--- config.mk ---
export PLATFORM = sky130hd
export DESIGN_NAME = i2c_xfer_seq
export DESIGN_NICKNAME = d
export VERILOG_FILES = /design/src/rtl/i2c_xfer_pkg.sv /design/src/rtl/xfer_try_timer.sv /design/src/rtl/xfer_addr_cmp.sv /design/src/rtl/i2c_xfer_seq.sv
export SDC_FILE = /design/constraint.sdc
export NUM_CORES = 1
export LEC_CHECK = 0
export ABC_AREA = 1
export BUFFER_PORTS_ARGS = -buffer_cell sky130_fd_sc_hd__buf_2
export CELL_PAD_IN_SITES_DETAIL_PLACEMENT = 0
export CELL_PAD_IN_SITES_GLOBAL_PLACEMENT = 1
export CORE_UTILIZATION = 45
export CTS_BUF_LIST = sky130_fd_sc_hd__clkbuf_4
export CTS_CLUSTER_SIZE = 24
export DETAILED_ROUTE_END_ITERATION = 6
export PLACE_DENSITY_LB_ADDON = 0.1
export REMOVE_ABC_BUFFERS = 1
export SYNTH_ARGS = -nofsm -noshare
export SYNTH_HDL_FRONTEND = slang
export SYNTH_HIERARCHICAL = 1
export SYNTH_SLANG_ARGS = --single-unit
export TNS_END_PERCENT = 100
--- constraint.sdc ---
create_clock -name clk -period 4.5 [get_ports clk]
set_clock_uncertainty 0.05 [all_clocks]
set_input_delay 0.45 -clock clk [delete_from_list [all_inputs] [get_ports clk]]
set_output_delay 0.45 -clock clk [all_outputs]
set_load 0.01 [all_outputs]
--- src/rtl/i2c_xfer_pkg.sv ---
package i2c_xfer_pkg;

  typedef enum logic [2:0] {
    OP_START  = 3'd0,
    OP_RSTART = 3'd1,
    OP_WRITE  = 3'd2,
    OP_READ   = 3'd3,
    OP_STOP   = 3'd4
  } bus_op_e;

  typedef enum logic [1:0] {
    ERR_NONE    = 2'd0,
    ERR_NACK    = 2'd1,
    ERR_TIMEOUT = 2'd2,
    ERR_BUSY    = 2'd3
  } xfer_err_e;

  typedef enum logic [3:0] {
    S_IDLE, S_PRE, S_MSG, S_ADDR_WAIT, S_DATA, S_DATA_WAIT,
    S_NEXT, S_STOP, S_STOP_POLL
  } seq_state_e;

endpackage

--- src/rtl/xfer_try_timer.sv ---
module xfer_try_timer #(
  parameter int GAP   = 8,
  parameter int TRIES = 16
) (
  input  logic clk,
  input  logic rst,
  input  logic run,
  output logic tick,
  output logic final_try
);
  localparam int CW = (GAP > 1) ? $clog2(GAP) : 1;
  localparam int TW = $clog2(TRIES + 1);

  logic [CW-1:0] cyc;
  logic [TW-1:0] tries;

  assign tick      = run && (cyc == CW'(GAP - 1));
  assign final_try = (tries == TW'(TRIES - 1));

  always_ff @(posedge clk) begin
    if (rst || !run) begin
      cyc   <= '0;
      tries <= '0;
    end else if (tick) begin
      cyc   <= '0;
      tries <= tries + 1'b1;
    end else begin
      cyc <= cyc + 1'b1;
    end
  end
endmodule

--- src/rtl/xfer_addr_cmp.sv ---
module xfer_addr_cmp
  import i2c_xfer_pkg::*;
(
  input  logic       first,
  input  logic [6:0] prev_addr,
  input  logic       prev_rd,
  input  logic [6:0] addr,
  input  logic       rd,
  output logic       need_addr,
  output bus_op_e    addr_op
);
  always_comb begin
    need_addr = first || (addr != prev_addr) || (rd != prev_rd);
    addr_op   = first ? OP_START : OP_RSTART;
  end
endmodule

--- src/rtl/i2c_xfer_seq.sv ---
module i2c_xfer_seq
  import i2c_xfer_pkg::*;
#(
  parameter int MAX_MSGS = 8,
  parameter int LEN_W    = 8,
  parameter int POLL_GAP = 8,
  parameter int TRY_CYC  = 8,
  parameter int PRE_POLLS  = 5,
  parameter int STOP_POLLS = 16,
  parameter int WAIT_TRIES = 16,
  localparam int IDX_W = (MAX_MSGS > 1) ? $clog2(MAX_MSGS) : 1,
  localparam int CNT_W = $clog2(MAX_MSGS + 1)
) (
  input  logic             clk,
  input  logic             rst,
  input  logic             go,
  input  logic [CNT_W-1:0] n_msgs,
  output logic [IDX_W-1:0] msg_idx,
  input  logic [6:0]       msg_addr,
  input  logic             msg_rd,
  input  logic [LEN_W-1:0] msg_len,
  input  logic [7:0]       wr_data,
  output logic             wr_take,
  output logic             rd_valid,
  output logic [7:0]       rd_data,
  output logic             rd_last,
  output logic             m_req,
  output logic [2:0]       m_op,
  output logic [7:0]       m_wdata,
  output logic             m_nack_out,
  input  logic             m_done,
  input  logic             m_nack,
  input  logic [7:0]       m_rdata,
  input  logic             bus_busy,
  output logic             done,
  output logic [CNT_W-1:0] done_count,
  output logic [1:0]       err
);
  seq_state_e       st;
  bus_op_e          op_q;
  xfer_err_e        err_q;
  logic [IDX_W-1:0] mi;
  logic [CNT_W-1:0] nm, cnt;
  logic [6:0]       prev_addr;
  logic             prev_rd, cur_rd, nack_arm, pend;
  logic [LEN_W-1:0] cur_len, bi;
  logic [7:0]       pend_data;
  logic             need_addr, last_msg;
  bus_op_e          addr_op;
  logic             pre_tick, pre_fin, stp_tick, stp_fin, wt_tick, wt_fin;

  assign msg_idx    = mi;
  assign m_op       = op_q;
  assign err        = err_q;
  assign done_count = cnt;
  assign last_msg   = (CNT_W'(mi) == nm - CNT_W'(1));

  xfer_addr_cmp u_cmp (
    .first(mi == '0), .prev_addr(prev_addr), .prev_rd(prev_rd),
    .addr(msg_addr), .rd(msg_rd), .need_addr(need_addr), .addr_op(addr_op)
  );

  xfer_try_timer #(.GAP(POLL_GAP), .TRIES(PRE_POLLS)) u_pre (
    .clk(clk), .rst(rst), .run(st == S_PRE), .tick(pre_tick), .final_try(pre_fin)
  );
  xfer_try_timer #(.GAP(POLL_GAP), .TRIES(STOP_POLLS)) u_stp (
    .clk(clk), .rst(rst), .run(st == S_STOP_POLL), .tick(stp_tick), .final_try(stp_fin)
  );
  xfer_try_timer #(.GAP(TRY_CYC), .TRIES(WAIT_TRIES)) u_wt (
    .clk(clk), .rst(rst), .run(st == S_ADDR_WAIT || st == S_DATA_WAIT),
    .tick(wt_tick), .final_try(wt_fin)
  );

  always_ff @(posedge clk) begin
    if (rst) begin
      st <= S_IDLE;      op_q <= OP_START;   err_q <= ERR_NONE;
      mi <= '0;          nm <= '0;           cnt <= '0;
      prev_addr <= '0;   prev_rd <= 1'b0;    cur_rd <= 1'b0;
      cur_len <= '0;     bi <= '0;           nack_arm <= 1'b0;
      pend <= 1'b0;      pend_data <= '0;    done <= 1'b0;
      m_req <= 1'b0;     m_wdata <= '0;      m_nack_out <= 1'b0;
      wr_take <= 1'b0;   rd_valid <= 1'b0;   rd_data <= '0;
      rd_last <= 1'b0;
    end else begin
      m_req    <= 1'b0;
      wr_take  <= 1'b0;
      rd_valid <= 1'b0;
      rd_last  <= 1'b0;
      done     <= 1'b0;
      case (st)
        S_IDLE: if (go) begin
          cnt   <= '0;
          err_q <= ERR_NONE;
          nm    <= n_msgs;
          mi    <= '0;
          pend  <= 1'b0;
          if (n_msgs == '0) done <= 1'b1;
          else              st   <= S_PRE;
        end
        S_PRE: if (pre_tick) begin
          if (!bus_busy) st <= S_MSG;
          else if (pre_fin) begin
            err_q <= ERR_BUSY;
            done  <= 1'b1;
            st    <= S_IDLE;
          end
        end
        S_MSG: begin
          cur_rd    <= msg_rd;
          cur_len   <= msg_len;
          bi        <= '0;
          nack_arm  <= (msg_len == LEN_W'(1));
          prev_addr <= msg_addr;
          prev_rd   <= msg_rd;
          if (need_addr) begin
            m_req   <= 1'b1;
            op_q    <= addr_op;
            m_wdata <= {msg_addr, msg_rd};
            st      <= S_ADDR_WAIT;
          end else begin
            st <= S_DATA;
          end
        end
        S_ADDR_WAIT: begin
          if (m_done) begin
            if (m_nack) begin err_q <= ERR_NACK; st <= S_STOP; end
            else st <= S_DATA;
          end else if (wt_tick && wt_fin) begin
            err_q <= ERR_TIMEOUT;
            st    <= S_STOP;
          end
        end
        S_DATA: begin
          if (bi == cur_len) st <= S_NEXT;
          else begin
            m_req <= 1'b1;
            st    <= S_DATA_WAIT;
            if (cur_rd) begin
              op_q       <= OP_READ;
              m_nack_out <= nack_arm;
            end else begin
              op_q       <= OP_WRITE;
              m_wdata    <= wr_data;
              m_nack_out <= 1'b0;
              wr_take    <= 1'b1;
            end
          end
        end
        S_DATA_WAIT: begin
          if (m_done) begin
            bi <= bi + 1'b1;
            if (!cur_rd) begin
              if (m_nack) begin err_q <= ERR_NACK; st <= S_STOP; end
              else st <= S_DATA;
            end else begin
              if (bi == cur_len - LEN_W'(2)) nack_arm <= 1'b1;
              if (bi == cur_len - LEN_W'(1) && last_msg) begin
                pend      <= 1'b1;
                pend_data <= m_rdata;
                cnt       <= cnt + 1'b1;
                st        <= S_STOP;
              end else begin
                rd_valid <= 1'b1;
                rd_data  <= m_rdata;
                st       <= S_DATA;
              end
            end
          end else if (wt_tick && wt_fin) begin
            err_q <= ERR_TIMEOUT;
            st    <= S_STOP;
          end
        end
        S_NEXT: begin
          cnt <= cnt + 1'b1;
          if (last_msg) st <= S_STOP;
          else begin
            mi <= mi + 1'b1;
            st <= S_MSG;
          end
        end
        S_STOP: begin
          m_req <= 1'b1;
          op_q  <= OP_STOP;
          st    <= S_STOP_POLL;
        end
        S_STOP_POLL: begin
          if (pend) begin
            rd_valid <= 1'b1;
            rd_last  <= 1'b1;
            rd_data  <= pend_data;
            pend     <= 1'b0;
          end
          if (stp_tick && (!bus_busy || stp_fin)) begin
            done <= 1'b1;
            st   <= S_IDLE;
          end
        end
        default: st <= S_IDLE;
      endcase
    end
  end
endmodule

==> out/results.ini <==
[outcome]
status=complete, no violations

[clock_tree]
cts_buffers=9
htreeDepth=3
cts_tree=built
cts_sinks=98
postCtsSetupBuffers=0
clockBufferDepth=2
root_buffer=clkbuf_4
clock_latency_ns=0.47
post_cts_resized=0
hold_buffers=0
path_clk_slew_ns=0.16

[place]
hpwl_um=9180
port_buffers=75
gp_congestion=0.868
dp_slack_ns=2.23

[die]
dieHeight_um=110
coreArea_sq_um=11100
num_rows=38
start_util_pct=47.1
io_pins=76
die-area_sq_um=12000
die_w_um=110

[route]
drtIter0Drc=276
route.met3.wl_um=517
dr.pass1.iters=4
ant_nets=0
m1WireLength_um=5910
routedWlPerCell_um=12.6
routed-wl-met2_um=5610
route.detailed.drc=0
routed.top_layer=met4
via_count=4810
avgViaCountPerCell=4.97
routed_wl_um=12200

[grt]
grt.total_usage_pct=21.5
antenna_found_initial=0
grt_pass1_vias=4416
grt_first_pass_wirelength_um=20000
grt_max_degree=39
overflow=0

[pwr]
switching_share_pct=35.1
switching_power_uw=654
finalPower_mw=1.87
seqPwrFrac_pct=51.2
p_per_area_nw_per_um2=322
p_clk_share_pct=22.1
power_frac_comb_pct=26.6
p_int_mw=1.21
leakage_nw=2.65
ir_drop_mv=0.228

[timing]
post-route-period-util_pct=52.2
max_freq_mhz=426
finalSetupTns_ns=0
setup_slack_ns=2.15
maxSlewHeadroom_pct=33.1
finalHoldViolCount=0
whs_ns=0.198
rsz0062_at_grt=no
slew_violations=0
setup_viol=0
fin_crit_ns=2.35
worst_pin_slew_ns=1.00

[logic_synthesis]
synth_area_per_cell_sq_um=6.94
ys_seq_elements=98
yosysSeqAreaShare_pct=37.6
synthesis.instances=752
synth.area.top_cells=dfxtp_1 (38%), nand2_1 (10%), nor2_1 (7.4%), inv_1 (6.8%), o21ai_0 (6.6%)
synth_common_cells=nand2_1 (141), nor2_1 (103), dfxtp_1 (98)
yosysUniqueCellTypes=40
synth_edf_count=0
synth.cell_area_sq_um=5220
synth.most_common_cell=nand2_1
synth_ff_type=dfxtp_1
synthArstFlopShare_pct=0
synthDominantCellAreaShare_pct=37.6
yosys.area.top_type=dfxtp_1
yosysWarningCount=6

[run]
maxCapViolCount=0

[finish]
fillers=1152
antennaDiodeCount=0
area_growth_pct=11.0
drive_gt1_share_pct=18.7
nets=883

[worst_setup_path]
worstSetupPathType=reg -> reg
crit_required_ns=4.84
cp-start-kind=flip-flop
cp.arrival_ns=2.69
end_kind=flip-flop
worstPathMaxFanout=7

[worst_hold_path]
min_path_type=in -> reg

## sequential cells by signal, indices dropped and copies added (netlist names), 5 cells and up
name,count
u_wt/tries,5
cur_len,8
u_stp/tries,5
m_wdata,8
rd_data,8
bi,8
prev_addr,7
pend_data,8
## worst paths after layout
check	startpoint	endpoint	slack, ns	cells past startpoint
setup / recovery	st[2]$_SDFFE_PP0P_	err[1]$_SDFFE_PP0P_	2.15	11
hold / removal	msg_len[6]	cur_len[6]$_SDFFE_PP0P_	0.20	3
setup reg to reg	st[2]$_SDFFE_PP0P_	err[1]$_SDFFE_PP0P_	2.15	11
hold reg to reg	u_pre/cyc[0]$_SDFF_PP0_	u_pre/cyc[0]$_SDFF_PP0_	0.38	1
## logic make-up (layout without fill, tap and decap cells)
kind of cell	after synthesis	after routing	synth area share, %
flops	98	98	37.6
fa+ha+maj	19	19	4.55
simple gates	323	323	28.1
other cells	1	2	0.0718
compound gates	164	164	16.9
xor+xnor	16	16	2.68
buf+inv	131	205	10.2
## worst max-delay path, stage by stage (launching register included)
cell and delay [ns]:
dfxtp_1 0.37, nor2_1 0.22, nand3_1 0.14, nand2_1 0.23, nand2_1 0.12, inv_2 0.11, a21oi_1 0.11, o21ai_0 0.17
o211ai_1 0.12, nor4_2 0.33, o21ai_0 0.15, a21oi_1 0.15
## layout by cell type, fill, tap and decap left out, types with 2 or more instances in the layout
master,n
dfxtp_1,98
nand2_4,5
a21oi_2,8
xor2_1,6
ha_1,19
a21oi_1,62
inv_2,14
buf_4,2
nor2_1,103
nand3b_1,2
clkinv_1,4
o21ai_2,3
nor4_1,2
nand3_4,2
nand3_1,26
o21ai_0,69
clkbuf_4,10
inv_1,94
xnor2_1,10
o21ai_1,14
nor2_2,6
o211ai_1,4
nand2_1,141
nor2_4,7
buf_2,75
clkinv_2,4
nand4_1,4
nand2_2,13
nor3_1,7
conb_1,2
## metrics by stage
stage	cells	area, sq um	util (%)
after floorplan	734	5120	-
after global placement	951	5690	51.3
after detailed placement	951	5690	51.3
after CTS	967	5790	52.3
after global routing	967	5790	52.3
final	967	5790	52.3
## final cells by class
class                           instances  area, sq um  area share (%)
Multi-Input combinational cell        524         2740            47.2
Sequential cell                        98         1960            33.9
Timing Repair Buffer                   77          390            6.74
Clock inverter                          6         32.5           0.561
Inverter                              112          423            7.30
Clock buffer                           10         75.1            1.30
Tap cell                              140          175            3.02
## power groups by stage
stage	clock network [mW]	registers, mW	logic (mW)
6_report	0.413	0.955	0.497
5_1_grt	0.472	0.962	0.567
4_1_cts	0.436	0.954	0.498
3_5_place_dp	0	0.972	0.496
3_3_place_gp	0	0.972	0.490
2_1_floorplan	0	0.975	0.357
## layer usage
layer	GRT usage (%)	vias up
met1	27.7	2174
met5	0	-
met3	5.69	10
li1	-	2536
met2	35.9	90
met4	4.86	0
No activity file was read; power rests on OpenSTA's default activity.
